==> config.mk <==
export PLATFORM = sky130hd
export DESIGN_NAME = sd_nib_rx
export DESIGN_NICKNAME = d
export VERILOG_FILES = /design/src/rtl/sdrx_pkg.sv /design/src/rtl/sdrx_crc_lane.sv /design/src/rtl/sdrx_framer.sv /design/src/rtl/sd_nib_rx.sv
export SDC_FILE = /design/constraint.sdc
export NUM_CORES = 1
export LEC_CHECK = 0
export ABC_CLOCK_PERIOD_IN_PS = 2400
export CORE_MARGIN = 4
export CORE_UTILIZATION = 63
export CTS_BUF_LIST = sky130_fd_sc_hd__clkbuf_2 sky130_fd_sc_hd__clkbuf_4 sky130_fd_sc_hd__clkbuf_8
export DETAILED_ROUTE_END_ITERATION = 7
export PLACE_DENSITY_LB_ADDON = 0.05
export REMOVE_ABC_BUFFERS = 1
export SLEW_MARGIN = 5
export SYNTH_ARGS = -nofsm -noshare
export SYNTH_HDL_FRONTEND = slang
export SYNTH_SLANG_ARGS = --single-unit
==> constraint.sdc <==
create_clock -name clk -period 2.4 [get_ports clk]
set_input_delay 0.24 -clock clk [delete_from_list [all_inputs] [get_ports clk]]
set_output_delay 0.24 -clock clk [all_outputs]
set_load 0.01 [all_outputs]
==> src/rtl/sdrx_pkg.sv <==
package sdrx_pkg;

    typedef enum logic [1:0] {
        RX_HUNT = 2'd0,
        RX_DATA = 2'd1,
        RX_CRC  = 2'd2,
        RX_STOP = 2'd3
    } rx_phase_e;

    localparam int unsigned  LINE_CNT    = 4;
    localparam logic [15:0]  CRC16_POLY  = 16'h1021;
    localparam logic [3:0]   LINES_HIGH  = 4'hF;
    localparam logic [3:0]   LINES_LOW   = 4'h0;

endpackage

==> src/rtl/sdrx_crc_lane.sv <==
module sdrx_crc_lane #(
    parameter int unsigned      CRC_W = 16,
    parameter logic [CRC_W-1:0] POLY  = CRC_W'(16'h1021)
) (
    input  logic clk,
    input  logic rst_n,
    input  logic clr,
    input  logic calc_en,
    input  logic recv_en,
    input  logic bit_in,
    output logic mismatch
);

    typedef struct packed {
        logic [CRC_W-1:0] calc;
        logic [CRC_W-1:0] rcv;
    } lane_regs_t;

    lane_regs_t r_d, r_q;
    logic       fb;

    always_comb begin
        r_d = r_q;
        fb  = bit_in ^ r_q.calc[CRC_W-1];
        if (clr) begin
            r_d.calc = '0;
            r_d.rcv  = '0;
        end else if (calc_en) begin
            r_d.calc = {r_q.calc[CRC_W-2:0], 1'b0} ^ (fb ? POLY : '0);
        end else if (recv_en) begin
            r_d.rcv = {r_q.rcv[CRC_W-2:0], bit_in};
        end
    end

    always_ff @(posedge clk or negedge rst_n) begin
        if (!rst_n) r_q <= '0;
        else        r_q <= r_d;
    end

    assign mismatch = (r_q.calc != r_q.rcv);

    // received check bits move only during the check phase
    p_rcv_hold_r4: assert property (@(posedge clk) disable iff (!rst_n)
        (!recv_en && !clr) |=> $stable(r_q.rcv));

    // the running CRC moves only on payload strobes
    p_calc_hold_r7: assert property (@(posedge clk) disable iff (!rst_n)
        (!calc_en && !clr) |=> $stable(r_q.calc));

    // a cleared lane starts from zero
    p_clr_zero_r4: assert property (@(posedge clk) disable iff (!rst_n)
        clr |=> (r_q.calc == '0 && r_q.rcv == '0));

endmodule

==> src/rtl/sdrx_framer.sv <==
module sdrx_framer
    import sdrx_pkg::*;
#(
    parameter int unsigned BLOCK_BYTES = 512,
    parameter int unsigned CRC_W       = 16
) (
    input  logic                clk,
    input  logic                rst_n,
    input  logic                abort,
    input  logic                smp_en,
    input  logic [3:0]          dat_in,
    input  logic [LINE_CNT-1:0] lane_bad,
    output logic                lane_clr,
    output logic                lane_calc,
    output logic                lane_recv,
    output logic [7:0]          byte_out,
    output logic                byte_vld,
    output logic                blk_done,
    output logic [LINE_CNT-1:0] crc_err,
    output logic                frm_err
);

    localparam int unsigned NIB_N  = 2 * BLOCK_BYTES;
    localparam int unsigned CNT_MX = (NIB_N > CRC_W) ? NIB_N : CRC_W;
    localparam int unsigned CNT_W  = $clog2(CNT_MX);
    localparam logic [CNT_W-1:0] NIB_LAST = CNT_W'(NIB_N - 1);
    localparam logic [CNT_W-1:0] CRC_LAST = CNT_W'(CRC_W - 1);

    typedef struct packed {
        rx_phase_e           st;
        logic [CNT_W-1:0]    cnt;
        logic [3:0]          hi;
        logic [7:0]          byte_o;
        logic                vld;
        logic                done;
        logic [LINE_CNT-1:0] cerr;
        logic                ferr;
    } frm_regs_t;

    frm_regs_t r_d, r_q;

    always_comb begin
        r_d       = r_q;
        r_d.vld   = 1'b0;
        r_d.done  = 1'b0;
        r_d.cerr  = '0;
        r_d.ferr  = 1'b0;
        lane_clr  = 1'b0;
        lane_calc = 1'b0;
        lane_recv = 1'b0;
        if (abort) begin
            r_d.st  = RX_HUNT;
            r_d.cnt = '0;
        end else if (smp_en) begin
            case (r_q.st)
                RX_HUNT: begin
                    if (dat_in == LINES_LOW) begin
                        r_d.st   = RX_DATA;
                        r_d.cnt  = '0;
                        lane_clr = 1'b1;
                    end
                end
                RX_DATA: begin
                    lane_calc = 1'b1;
                    if (!r_q.cnt[0]) begin
                        r_d.hi = dat_in;
                    end else begin
                        r_d.byte_o = {r_q.hi, dat_in};
                        r_d.vld    = 1'b1;
                    end
                    if (r_q.cnt == NIB_LAST) begin
                        r_d.st  = RX_CRC;
                        r_d.cnt = '0;
                    end else begin
                        r_d.cnt = r_q.cnt + 1'b1;
                    end
                end
                RX_CRC: begin
                    lane_recv = 1'b1;
                    if (r_q.cnt == CRC_LAST) begin
                        r_d.st  = RX_STOP;
                        r_d.cnt = '0;
                    end else begin
                        r_d.cnt = r_q.cnt + 1'b1;
                    end
                end
                default: begin
                    r_d.done = 1'b1;
                    r_d.cerr = lane_bad;
                    r_d.ferr = (dat_in != LINES_HIGH);
                    r_d.st   = RX_HUNT;
                    r_d.cnt  = '0;
                end
            endcase
        end
    end

    always_ff @(posedge clk or negedge rst_n) begin
        if (!rst_n) begin
            r_q    <= '0;
            r_q.st <= RX_HUNT;
        end else begin
            r_q <= r_d;
        end
    end

    assign byte_out = r_q.byte_o;
    assign byte_vld = r_q.vld;
    assign blk_done = r_q.done;
    assign crc_err  = r_q.cerr;
    assign frm_err  = r_q.ferr;

    // a cycle without strobe or abort leaves phase and count alone
    p_quiet_hold_r7: assert property (@(posedge clk) disable iff (!rst_n)
        (!smp_en && !abort) |=> ($stable(r_q.st) && $stable(r_q.cnt)));

    // abort lands in search with no output pulse
    p_abort_hunt_r8: assert property (@(posedge clk) disable iff (!rst_n)
        abort |=> (r_q.st == RX_HUNT && !r_q.done && !r_q.vld));

    // status flags only accompany the done pulse
    p_flags_with_done_r5: assert property (@(posedge clk) disable iff (!rst_n)
        !r_q.done |-> (r_q.cerr == '0 && !r_q.ferr));

    // done only follows a strobe in the stop phase
    p_done_from_stop_r5: assert property (@(posedge clk) disable iff (!rst_n)
        r_q.done |-> ($past(r_q.st) == RX_STOP && $past(smp_en)));

    // bytes only come out of the payload phase
    p_vld_in_data_r3: assert property (@(posedge clk) disable iff (!rst_n)
        r_q.vld |-> ($past(r_q.st) == RX_DATA && $past(r_q.cnt[0])));

    // payload count stays inside the block
    p_cnt_bound_r3: assert property (@(posedge clk) disable iff (!rst_n)
        (r_q.st == RX_DATA) |-> (r_q.cnt <= NIB_LAST));

    // done coincides with being back in search
    p_hunt_after_done_r6: assert property (@(posedge clk) disable iff (!rst_n)
        r_q.done |-> (r_q.st == RX_HUNT));

endmodule

==> src/rtl/sd_nib_rx.sv <==
module sd_nib_rx
    import sdrx_pkg::*;
#(
    parameter int unsigned BLOCK_BYTES = 512,
    parameter int unsigned CRC_W       = 16
) (
    input  logic       clk,
    input  logic       rst_n,
    input  logic       abort,
    input  logic       smp_en,
    input  logic [3:0] dat_in,
    output logic [7:0] byte_out,
    output logic       byte_vld,
    output logic       blk_done,
    output logic [3:0] crc_err,
    output logic       frm_err
);

    logic                lane_clr;
    logic                lane_calc;
    logic                lane_recv;
    logic [LINE_CNT-1:0] lane_bad;

    sdrx_framer #(
        .BLOCK_BYTES (BLOCK_BYTES),
        .CRC_W       (CRC_W)
    ) u_framer (
        .clk       (clk),
        .rst_n     (rst_n),
        .abort     (abort),
        .smp_en    (smp_en),
        .dat_in    (dat_in),
        .lane_bad  (lane_bad),
        .lane_clr  (lane_clr),
        .lane_calc (lane_calc),
        .lane_recv (lane_recv),
        .byte_out  (byte_out),
        .byte_vld  (byte_vld),
        .blk_done  (blk_done),
        .crc_err   (crc_err),
        .frm_err   (frm_err)
    );

    for (genvar g = 0; g < LINE_CNT; g++) begin : g_lane
        sdrx_crc_lane #(
            .CRC_W (CRC_W),
            .POLY  (CRC_W'(CRC16_POLY))
        ) u_lane (
            .clk      (clk),
            .rst_n    (rst_n),
            .clr      (lane_clr),
            .calc_en  (lane_calc),
            .recv_en  (lane_recv),
            .bit_in   (dat_in[g]),
            .mismatch (lane_bad[g])
        );
    end

endmodule

Word level (Yosys, flattened, before mapping)
Cells that the tools add are included.

storage, ports and cells
  register bits after elaboration = 159
  word-level logic and storage cells = 94
  input port bits = 8
  output and inout bits = 15

cells by class
  equality and inequality tests = 13
  reduce and logical (&&, ||, !) cells = 11
  muxes and demuxes = 43
  $add $sub $neg = 1
  bitwise operators = 10

operator list
  cell                                                              count
  16-bit 2-to-1 mux                                                 12
  32-bit 2-to-1 mux                                                 4
  13-bit 2-to-1 mux                                                 5
  16-bit != test                                                    4
  16-bit XOR                                                        4
  12-bit one-hot mux with 3 select lines                            1
  31-bit 2-to-1 mux                                                 1
  12-bit 2-to-1 mux                                                 2
  10-bit 2-to-1 mux                                                 2
  4-bit AND reduction                                               3
  10-bit by 1-bit adder with 10-bit output, second input constant   1
  10-bit == test, second input constant                             1
  10-bit by 4-bit == test with 1-bit output, second input constant  1
  1-bit 2-to-1 mux                                                  10
  9-bit 2-to-1 mux                                                  1
  3-bit by 2-bit != test with 1-bit output, second input constant   3
  7-bit 2-to-1 mux                                                  1
  6-bit 2-to-1 mux                                                  1
  2-bit nonzero test                                                3
  4-bit zero test                                                   1
  2-bit 2-to-1 mux                                                  2
  4-bit 2-to-1 mux                                                  1
  4-bit != test, second input constant                              1
  2-bit AND reduction                                               2
  7 further kinds                                                   11

Longest topological paths before layout
Gate-level depths: netlist of the first run.

  word-level depth = 7
  mapped depth = 8
  mapped depth without buffers = 7

Modules after synthesis
Synthesis of the first run repeated with hierarchy kept, for this count alone.

second synthesis, totals
  cells, all modules = 740
  area total of the unflattened synthesis = 7,623.6 µm²

by module, submodules not included
  module         instances  cells an instance  area each (µm²)  sequential area each (µm²)
  sdrx_crc_lane  4          149                1,512.7          800.8
  sdrx_framer    1          144                1,572.8          775.7

Worst setup path before layout of the first run
OpenSTA, ideal clock, no wires.

  kind = register to register
  start = register u_framer.r_q[24] in the netlist's numbering
  end = register u_framer.r_q[19] in the netlist's numbering
  stages on the path, launching flop included = 6
  arrival = 1.837 ns
  path buffers = 0
  required time = 2.275 ns
  slack = 0.438 ns
  setup time = 0.125 ns
  clock period less this slack = 1.962 ns
  cells stage by stage = dfrtp_1 > or4_1 > o41a_1 > o21ai_4 > nor2_4 > mux2_2

between the ends
  word-level cells in the longest chain between the ends = 5
  elaborated cells on any way between the ends = 7
  those cells by class = eq/ne (2); mux (5)

ends and longest elaborated chain
  element                                                                      line                                  text
  start, declared                                                              sdrx_framer.sv:40                     frm_regs_t r_d, r_q;
  start signal, assigned                                                       sdrx_framer.sv:103                    r_q <= r_d;
  10-bit by 4-bit == test with 1-bit output or 10-bit == test (tied branches)  sdrx_framer.sv:80, sdrx_framer.sv:71
  10-bit 2-to-1 mux (on tied branches)                                         sdrx_framer.sv:80, sdrx_framer.sv:71
  12-bit one-hot mux with 3 select lines *                                     sdrx_framer.sv:55                     case (r_q.st)
  31-bit 2-to-1 mux *                                                          sdrx_framer.sv:54                     end else if (smp_en) begin
  12-bit 2-to-1 mux *                                                          sdrx_framer.sv:51                     if (abort) begin

Mark *: on every way between the ends. The rest lies on a longest branch, timed or not. The select of a mux whose other input is x is not followed.
A chain may end at the register's enable or synchronous reset.

Worst setup path in the final report of the first run
Same ends and word-level chain as after synthesis.

==> results of run 1 <==
-- path summary, 6_finish.rpt --
kind / slack [ns] / cells after the start / to / from
max: 0.31 / 5 / u_framer.r_q[19]$_DFFE_PN0P_ / u_framer.r_q[24]$_DFFE_PN0P_
min: 0.33 / 2 / g_lane[0].u_lane.r_q[24]$_DFFE_PN0P_ / rst_n
max reg2reg: 0.31 / 5 / u_framer.r_q[19]$_DFFE_PN0P_ / u_framer.r_q[24]$_DFFE_PN0P_
min reg2reg: 0.50 / 1 / u_framer.byte_out[4]$_DFFE_PN0P_ / u_framer.r_q[15]$_DFFE_PN0P_
max in group asynchronous: 1.44 / 3 / g_lane[1].u_lane.r_q[9]$_DFFE_PN0P_ / rst_n
min in group clk: 0.50 / 1 / u_framer.byte_out[4]$_DFFE_PN0P_ / u_framer.r_q[15]$_DFFE_PN0P_
-- routing by layer --
| metal | vias to the layer above | GRT usage |
|---|---|---|
| li1 | 2245 | - |
| met1 | 2400 | 0.320 |
| met2 | 111 | 0.373 |
| met3 | 19 | 0.0637 |
| met4 | 0 | 0.0855 |
| met5 | - | 0 |
-- power groups by stage --
stage | Clock (mW) | Sequential [mW] | Combinational [mW]
4_1_cts | 1.93 | 2.80 | 0.300
6_report | 1.87 | 2.80 | 0.294
3_3_place_gp | 0 | 2.85 | 0.290
2_1_floorplan | 0 | 2.84 | 0.170
3_5_place_dp | 0 | 2.85 | 0.296
5_1_grt | 2.05 | 2.81 | 0.331
-- through the flow --
stage	hold WS [ns]	total power [mW]
after global placement	0.238	3.14
after global routing	0.348	5.19
after CTS	0.319	5.03
after detailed placement	0.243	3.15
after floorplan	-0.0556	3.01
final	0.326	4.96
-- area by class of cell --
type	count	area (um^2)
multi-input combinational	438	2870
sequential	159	3980
clock inverter	7	90.1
clock buffer	21	277
timing repair buffer	39	414
fill	775	3060
inverter	6	22.5
tap	140	175
-- cells by family (layout without fill, tap and decap cells) --
group                    after synthesis  count (layout)  share of synthesized area
AO/OA/AOI/OAI                        145             145                      0.145
XOR/XNOR                              78              78                     0.0969
adder cells (fa/ha/maj)                6               6                     0.0106
buffers and inverters                 51              73                     0.0335
flip-flops                           159             159                      0.564
multiplexers                          18              18                     0.0286
AND/OR/NAND/NOR                      191             191                      0.121
-- registers in the layout, summed over array words and instances, names as in the netlist --
name               cells
u_framer.byte_vld      1
g_lane.u_lane.r_q    128
u_framer.crc_err       4
u_framer.blk_done      1
u_framer.byte_out      8
u_framer.r_q          16
u_framer.frm_err       1
-- cell usage in the layout, fill, tap and decap left out, types with 2 or more instances in the layout --
cell | Yosys | final
dfrtp_1 | 159 | 159
nand2_1 | 125 | 124
a22o_1 | 68 | 68
xnor2_1 | 66 | 66
a21oi_1 | 61 | 61
clkdlybuf4s50_1 | 0 | 21
clkbuf_8 | 0 | 19
nand4_1 | 17 | 17
nor2_1 | 18 | 16
xor2_1 | 12 | 12
buf_4 | 12 | 11
mux2_2 | 9 | 9
mux2_1 | 8 | 8
o21ai_0 | 6 | 6
ha_1 | 6 | 6
inv_1 | 5 | 5
nor2b_1 | 5 | 5
nor4_1 | 5 | 5
buf_12 | 0 | 5
nor3_1 | 4 | 4
and3_1 | 5 | 4
nor2_4 | 1 | 3
clkinv_2 | 0 | 3
o21ai_4 | 1 | 2
and3_2 | 1 | 2
nand3_1 | 2 | 2
nand2b_1 | 2 | 2
bufinv_16 | 0 | 2
clkinvlp_4 | 0 | 2
clkbuf_4 | 0 | 2
==> flow_metrics.env, run 1 <==
export IMPL_status="finished, final reports clean"
export IMPL_clk_path_buf_depth=2
export IMPL_area_delta_synth_final_pct=10.9
export IMPL_crit_chain="or4_1, o41a_1, o21ai_4, nor2_4, mux2_2"
export IMPL_maxSlewViolCount=0
export IMPL_internal_power_mw=3.84
export IMPL_fmax_mhz=478
export IMPL_io_buffers=22
export IMPL_hold_buffers=1
export IMPL_drive_gt1_frac=0.101
export IMPL_rows=38
export IMPL_synthTopCellsByArea="dfrtp_1 56%, a22o_1 8.4%, xnor2_1 8.2%"
export IMPL_p_leak_nw=3.54
export IMPL_netlist_top_cell_by_area="dfrtp_1"
export IMPL_holdCritPathClass="input pin to async pin"
export IMPL_synth_flop_cell="dfrtp_1"
export IMPL_p_sw_mw=1.12
export IMPL_finalCritPeriodShare=0.872
export IMPL_synth_top_area_share=0.564
export IMPL_synth_area_per_cell_um2=10.9
export IMPL_crit_path_end_kind="flip-flop"
export IMPL_cts_tree="done"
export IMPL_diodes=0
export IMPL_hpwl_um=8650
export IMPL_cpPeakStageDelay_ns=0.53
export IMPL_syn_area_mm2=0.00705
export IMPL_antenna_found_initial=0
export IMPL_crit_path_top_delay_cell="or4_1"
export IMPL_rsz0062_at_grt="no"
export IMPL_tightest_slew_ns=0.708
export IMPL_gp_congestion=0.899
export IMPL_fp_dieW_um=114
export IMPL_cp_arrival_ns=2.43
export IMPL_cts_resized=0
export IMPL_drt_vias_per_instance=5.90
export IMPL_max_slew_margin=0.528
export IMPL_die_h_um=114
export IMPL_synth_edf_count=0
export IMPL_drc_errors=0
export IMPL_clkTransAtPathRegs_ns=0.08
export IMPL_async_flop_share=1.00
export IMPL_fin_setup_tns_ns=0
export IMPL_cpLargestDelayFamily="compound AO/OA/AOI/OAI gates"
export IMPL_synth_seq_area_share=0.564
export IMPL_nets=675
export IMPL_path_class="flip-flop to flip-flop"
export IMPL_wl_met3_um=750
export IMPL_yosysMostFrequentCell="dfrtp_1"
export IMPL_switching_share=0.226
export IMPL_hold_violations=0
export IMPL_post_route_util=0.719
export IMPL_wl_met1_um=6310
export IMPL_htree_levels=4
export IMPL_vias=4775
export IMPL_cts_sinks=159
export IMPL_start_kind="flip-flop"
export IMPL_synth_commonest_cells="159 x dfrtp_1, 125 x nand2_1, 68 x a22o_1"
export IMPL_ys_seq_elements=159
export IMPL_yosysWarnings=0
export IMPL_ant_nets=0
export IMPL_wl_met2_um=6590
export IMPL_final_area_mm2=0.00782
export IMPL_place_area_mm2=0.00745
export IMPL_clock_skew_ns=0.00725
export IMPL_cp_max_fo=9
export IMPL_power_density_mw_per_mm2=634
export IMPL_power_frac_clock=0.377
export IMPL_finalNonFillerCells=810
export IMPL_core_mm2=0.0109
export IMPL_peakVddDrop_uv=465
export IMPL_globalRoute_totalOverflow=0
export IMPL_syn_inst=648
export IMPL_num_io_pins=23
export IMPL_root_buffer="clkbuf_8"
export IMPL_track_usage=0.237
export IMPL_drtPass1Iterations=4
export IMPL_period_needed_ns=2.09
export IMPL_post_place_cells=781
export IMPL_cts_made_buffers=17
export IMPL_setup_ws_ns=0.308
export IMPL_clk_latency_ns=0.45
export IMPL_grt_pass1_wl_um=24200
export IMPL_top_layer="met4"
export IMPL_avgRoutedWirePerCell_um=17.1
export IMPL_place_ws_ns=0.278
export IMPL_drt_iter0_markers=407
export IMPL_setup_viol_count_final=0
export IMPL_grt_pass1_vias=4945
export IMPL_cts_setup_buffers=0
export IMPL_max_cap_violations=0
export IMPL_totalWireLength_um=13900
export IMPL_path_buf_inv=0
export IMPL_cp_required_ns=2.74
export IMPL_start_util=0.648
export IMPL_synth_cell_types=40
export IMPL_seqPwrFrac=0.563
export IMPL_grt_max_degree=65
export IMPL_pwr_share_comb=0.059
export IMPL_die_area_mm2=0.0130
(Power assumes the default switching activity.)
==> run 2, diff against run 1 <==
RECOVER_POWER = 100   (was not set)
==> flow_metrics.env, run 2 (synthesis results as in run 1) <==
export IMPL_gp_congestion=0.899
export IMPL_avgRoutedWirePerCell_um=17.2
export IMPL_power_total_mw=4.97
export IMPL_antenna_found_initial=0
export IMPL_drt_iter0_markers=386
export IMPL_finalNonFillerCells=810
export IMPL_grt_pass1_wl_um=24200
export IMPL_fmax_mhz=465
export IMPL_io_buffers=22
export IMPL_num_io_pins=23
export IMPL_path_class="flip-flop to flip-flop"
export IMPL_area_delta_synth_final_pct=10.2
export IMPL_rows=38
export IMPL_cp_required_ns=2.78
export IMPL_die_area_mm2=0.0130
export IMPL_fillers=782
export IMPL_rsz0062_at_grt="no"
export IMPL_period_needed_ns=2.15
export IMPL_status="finished, final reports clean"
export IMPL_core_mm2=0.0109
export IMPL_switching_share=0.227
export IMPL_cts_tree="done"
export IMPL_finalCritPeriodShare=0.896
export IMPL_start_kind="flip-flop"
export IMPL_power_density_mw_per_mm2=639
export IMPL_tightest_slew_ns=1.45
export IMPL_fp_dieW_um=114
export IMPL_cts_sinks=159
export IMPL_ant_nets=0
export IMPL_internal_power_mw=3.84
export IMPL_final_cell_mix="159 x dfrtp_1, 125 x nand2_1, 68 x a22o_1"
export IMPL_p_leak_nw=3.58
export IMPL_pwr_share_comb=0.058
export IMPL_cp_max_fo=6
export IMPL_max_cap_violations=0
export IMPL_grt_max_degree=65
export IMPL_clkTransAtPathRegs_ns=0.08
export IMPL_maxSlewViolCount=0
export IMPL_diodes=0
export IMPL_die_h_um=114
export IMPL_drc_errors=0
export IMPL_r2r_slack_ns=0.25
export IMPL_root_buffer="clkbuf_8"
export IMPL_vias=4783
export IMPL_clock_skew_ns=0.00883
export IMPL_drt_vias_per_instance=5.90
export IMPL_clk_path_buf_depth=2
export IMPL_peakVddDrop_uv=465
export IMPL_regMostFlops="g_lane.u_lane.r_q"
export IMPL_final_common_cell="dfrtp_1"
export IMPL_start_util=0.648
export IMPL_max_slew_margin=0.0315
export IMPL_p_sw_mw=1.13
export IMPL_seqPwrFrac=0.563
export IMPL_multi_input_area_mm2=0.00284
export IMPL_track_usage=0.237
export IMPL_setup_viol_count_final=0
export IMPL_hpwl_um=8650
export IMPL_largest_register_ffs=128
export IMPL_hold_violations=0
export IMPL_post_place_cells=781
export IMPL_seq_area_mm2=0.00398
export IMPL_clk_latency_ns=0.46
export IMPL_cp_arrival_ns=2.53
export IMPL_drtPass1Iterations=5
export IMPL_globalRoute_totalOverflow=0
export IMPL_drive_gt1_frac=0.0940
export IMPL_grt_pass1_vias=4945
export IMPL_cts_resized=0
export IMPL_crit_path_end_kind="flip-flop"
export IMPL_power_frac_clock=0.379
export IMPL_totalWireLength_um=13900
export IMPL_htree_levels=4
export IMPL_holdCritPathClass="flip-flop to flip-flop"
export IMPL_nets=675
export IMPL_cts_made_buffers=17
[run 2: changes by cell type in the layout (fill, tap and decap cells not counted), moves of 2 or more]
| cell | change |
|---|---|
| nor2_4 | -2 |
| clkdlybuf4s50_1 | -16 |
| dlygate4sd3_1 | +16 |
| clkbuf_2 | +2 |
| clkbuf_4 | +2 |
| buf_4 | -2 |
| nor2_1 | +2 |
[run 2: final timing paths]
check / startpoint / endpoint / cells past startpoint
setup reg to reg: u_framer.r_q[24]$_DFFE_PN0P_ / u_framer.r_q[29]$_DFFE_PN0P_ / 5
hold / removal: u_framer.r_q[17]$_DFFE_PN0P_ / u_framer.byte_out[6]$_DFFE_PN0P_ / 1
max in group asynchronous: rst_n / g_lane[0].u_lane.r_q[21]$_DFFE_PN0P_ / 3
hold reg to reg: u_framer.r_q[17]$_DFFE_PN0P_ / u_framer.byte_out[6]$_DFFE_PN0P_ / 1
min in group asynchronous: rst_n / g_lane[0].u_lane.r_q[24]$_DFFE_PN0P_ / 2
setup / recovery: u_framer.r_q[24]$_DFFE_PN0P_ / u_framer.r_q[29]$_DFFE_PN0P_ / 5
[run 2: final cells by class]
| cell class | count | area share |
|---|---|---|
| clock buffers | 21 | 0.0356 |
| clock inverters | 7 | 0.0116 |
| inverters | 6 | 0.00290 |
| multi-input cells | 438 | 0.365 |
| flip-flops and latches | 159 | 0.512 |
| well taps | 140 | 0.0225 |
| repair buffers | 39 | 0.0505 |
[run 2: worst max-delay path, stage by stage (launching register included)]
cell and delay [ns]:
dfrtp_1 0.42, or4_1 0.53, o41a_1 0.39, nor3_1 0.39, o211ai_1 0.15, a21oi_1 0.18
[run 2: per-stage QoR]
step | setup WS, ns | hold slack (ns) | instance area [um^2] | setup TNS (ns) | util
after floorplan | -1.56 | -0.0556 | 6840 | -124.54 | -
after global placement | 0.289 | 0.238 | 7450 | 0 | 0.684
after detailed placement | 0.278 | 0.243 | 7450 | 0 | 0.684
after CTS | 0.320 | 0.319 | 7820 | 0 | 0.719
after global routing | 0.134 | 0.478 | 7770 | 0 | 0.714
final | 0.249 | 0.491 | 7770 | 0 | 0.714
[run 2: repair_timing]
| item | 4_1_cts | 5_1_grt |
|---|---|---|
| setup endpoints to repair | 0 | 0 |
| hold buffers | 1 | 0 |
| hold endpoints to repair | 55 | 0 |
| buffers inserted | 0 | 0 |
[run 2: per-layer routing]
metal,vias to the layer above,share of wire,wire (um),global-route usage
met5,-,0,0,0
met4,0,0.019,266,0.0855
met3,24,0.044,613,0.0637
met2,109,0.48,6710,0.373
met1,2407,0.45,6330,0.320
li1,2243,-,-,-
[run 2: power by group through the flow]
stage,Clock [mW],Sequential [mW],Combinational [mW]
floorplan,0,2.84,0.170
global placement,0,2.85,0.290
detailed placement,0,2.85,0.296
CTS,1.93,2.80,0.300
global route,2.05,2.81,0.326
finish,1.88,2.80,0.290
==> run 3, diff against run 2 <==
ABC_AREA = 1   (was not set)
CORE_UTILIZATION = 40   (was 63)
==> flow_metrics.env, run 3 <==
export IMPL_peakVddDrop_uv=385
export IMPL_power_density_mw_per_mm2=1130
export IMPL_vias=6007
export IMPL_p_sw_mw=3.67
export IMPL_die_h_um=146
export IMPL_switching_share=0.379
export IMPL_path_class="flip-flop to flip-flop"
export IMPL_antenna_found_initial=0
export IMPL_drive_gt1_frac=0.0675
export IMPL_clk_path_buf_depth=2
export IMPL_power_total_mw=9.70
export IMPL_drt_iter0_markers=306
export IMPL_final_cell_mix="238 x nand2_1, 159 x dfrtp_1, 150 x inv_1"
export IMPL_area_delta_synth_final_pct=12.3
export IMPL_clk_latency_ns=0.45
export IMPL_io_buffers=22
export IMPL_synth_compound_area_frac=0.109
export IMPL_tightest_slew_ns=1.65
export IMPL_fp_dieW_um=146
export IMPL_start_util=0.407
export IMPL_synth_adder_area_share=0.00985
export IMPL_rsz0062_at_grt="no"
export IMPL_diodes=0
export IMPL_yosysMostFrequentCell="nand2_1"
export IMPL_synth_seq_area_share=0.522
export IMPL_synth_area_per_cell_um2=8.06
export IMPL_cts_resized=0
export IMPL_hpwl_um=11600
export IMPL_violations="capacitance limit, slew limit"
export IMPL_synth_cell_types=29
export IMPL_max_slew_margin=-0.0997
export IMPL_crit_path_top_delay_cell="nor3_2"
export IMPL_syn_area_mm2=0.00762
export IMPL_synth_top_area_share=0.522
export IMPL_crit_chain="inv_1, ha_1, inv_1, nor3_2, clkbuf_1, nor2_1, o21ai_0, inv_1"
export IMPL_drtPass1Iterations=5
export IMPL_yosys_area_share_simple=0.224
export IMPL_cts_tree="done"
export IMPL_gp_congestion=0.781
export IMPL_core_mm2=0.0187
export IMPL_post_route_util=0.457
export IMPL_cpLargestDelayFamily="buffers and inverters"
export IMPL_grt_pass1_vias=6226
export IMPL_drt_vias_per_instance=4.96
export IMPL_clock_skew_ns=0.0141
export IMPL_die_area_mm2=0.0213
export IMPL_hold_buffers=1
export IMPL_cp_required_ns=2.75
export IMPL_fmax_mhz=468
export IMPL_final_common_cell="nand2_1"
export IMPL_seqPwrFrac=0.480
export IMPL_ant_nets=0
export IMPL_finalCritPeriodShare=0.890
export IMPL_cts_made_buffers=17
export IMPL_regMostFlops="g_lane.u_lane.r_q"
export IMPL_num_io_pins=23
export IMPL_root_buffer="clkbuf_8"
export IMPL_synthTopCellsByArea="dfrtp_1 52%, nand2_1 12%, inv_1 7.3%"
export IMPL_yosysWarnings=0
export IMPL_largest_register_ffs=128
export IMPL_ys_seq_elements=159
export IMPL_period_needed_ns=2.14
export IMPL_max_cap_violations=1
export IMPL_async_flop_share=1.00
export IMPL_drc_errors=0
export IMPL_syn_inst=945
export IMPL_path_buf_inv=4
export IMPL_grt_pass1_wl_um=31200
export IMPL_grt_max_degree=66
export IMPL_start_kind="flip-flop"
export IMPL_p_leak_nw=3.98
export IMPL_netlist_top_cell_by_area="dfrtp_1"
export IMPL_internal_power_mw=6.02
export IMPL_avgRoutedWirePerCell_um=14.8
export IMPL_cpMostUsedCell="inv_1"
export IMPL_setup_viol_count_final=0
export IMPL_htree_levels=4
export IMPL_status="complete, but fails checks"
export IMPL_clkTransAtPathRegs_ns=0.09
export IMPL_synth_commonest_cells="237 x nand2_1, 159 x dfrtp_1, 148 x inv_1"
export IMPL_synth_flop_cell="dfrtp_1"
export IMPL_cp_arrival_ns=2.48
export IMPL_cts_setup_buffers=0
export IMPL_cts_sinks=159
export IMPL_hold_violations=0
export IMPL_synthXorXnorAreaFrac=0.0241
export IMPL_globalRoute_totalOverflow=0
export IMPL_synth_top_family_by_area="simple AND/OR/NAND/NOR gates"
export IMPL_holdCritPathClass="input pin to flip-flop"
export IMPL_maxSlewViolCount=64
export IMPL_track_usage=0.179
export IMPL_cpPeakStageDelay_ns=0.50
export IMPL_nets=980
export IMPL_power_frac_clock=0.218
export IMPL_synthMuxAreaShare=0
export IMPL_pwr_share_comb=0.301
export IMPL_totalWireLength_um=17900
export IMPL_fillers=1818
export IMPL_crit_path_end_kind="flip-flop"
export IMPL_synth_edf_count=0
export IMPL_cp_max_fo=7
export IMPL_rows=50
-- run 3: cell count changes after synthesis, moves of 9 or more --
cell,previous run,this run
buf_2,0,18
xnor2_1,66,6
nor2_1,18,45
inv_1,5,148
a22o_1,68,0
o21ai_1,2,109
clkbuf_1,33,8
inv_2,1,10
o21ai_0,6,33
mux2_2,9,0
nand3_1,2,64
nand2_1,125,237
nand4_1,17,34
a21oi_1,61,15
-- run 3: routing by layer --
layer	vias to the layer above	share of wire	GRT usage	routed length [um]
li1	3016	-	-	-
met1	2897	0.48	0.245	8680
met2	83	0.47	0.291	8450
met3	11	0.037	0.0379	660
met4	0	0.0075	0.0452	135
met5	-	0	0	0
-- run 3: worst paths after layout --
kind,start,endpoint,slack (ns),cells past startpoint
min in group asynchronous,rst_n,g_lane[1].u_lane.r_q[25]$_DFFE_PN0P_,0.76,2
max in group asynchronous,rst_n,g_lane[3].u_lane.r_q[14]$_DFFE_PN0P_,0.53,3
worst max-delay path,u_framer.r_q[30]$_DFFE_PN0P_,g_lane[1].u_lane.r_q[21]$_DFFE_PN0P_,0.26,8
worst min register to register,u_framer.byte_out[7]$_DFFE_PN0P_,u_framer.byte_out[7]$_DFFE_PN0P_,0.48,2
worst max register to register,u_framer.r_q[30]$_DFFE_PN0P_,g_lane[1].u_lane.r_q[21]$_DFFE_PN0P_,0.26,8
worst min-delay path,smp_en,u_framer.r_q[21]$_DFFE_PN0P_,0.43,3
-- run 3: per-stage QoR --
step,std cells,setup WS [ns],area [um^2],setup TNS (ns),hold WS (ns)
2_1_floorplan,901,-0.892,7370,-52.76,-0.0556
3_3_place_gp,1180,0.0718,8170,0,0.278
3_5_place_dp,1180,0.171,8170,0,0.294
4_1_cts,1212,0.282,8600,0,0.355
5_1_grt,1212,0.0655,8550,0,0.418
6_report,1212,0.265,8550,0,0.431
-- run 3: layout make-up --
class | count | area (um^2) | area share
repair buffers | 46 | 478 | 0.0559
well taps | 234 | 293 | 0.0342
inverters | 158 | 593 | 0.0693
flip-flops and latches | 159 | 3980 | 0.465
clock inverters | 12 | 161 | 0.0189
clock buffers | 19 | 262 | 0.0306
multi-input cells | 584 | 2790 | 0.326
-- run 3: power by group through the flow --
stage | combinational [mW] | clock, mW | sequential [mW]
5_1_grt | 3.44 | 2.32 | 4.82
4_1_cts | 3.12 | 2.19 | 4.65
3_3_place_gp | 3.03 | 0 | 4.68
6_report | 2.92 | 2.12 | 4.66
3_5_place_dp | 3.12 | 0 | 4.68
2_1_floorplan | 2.33 | 0 | 4.46
-- run 3: cell families (layout without fill, tap and decap cells) --
logic type / count (synthesis) / after routing
DFF: 159 / 159
AOI/OAI and AO/OA: 163 / 163
buffers and inverters: 202 / 235
and+or+nand+nor: 394 / 394
xor gates and xnor gates: 21 / 21
adders and majority gates: 6 / 6
-- run 3: worst min-delay path: stages --
cell and delay [ns]:
clkdlybuf4s50_1 0.44, nand4_1 0.11, nand2_1 0.05
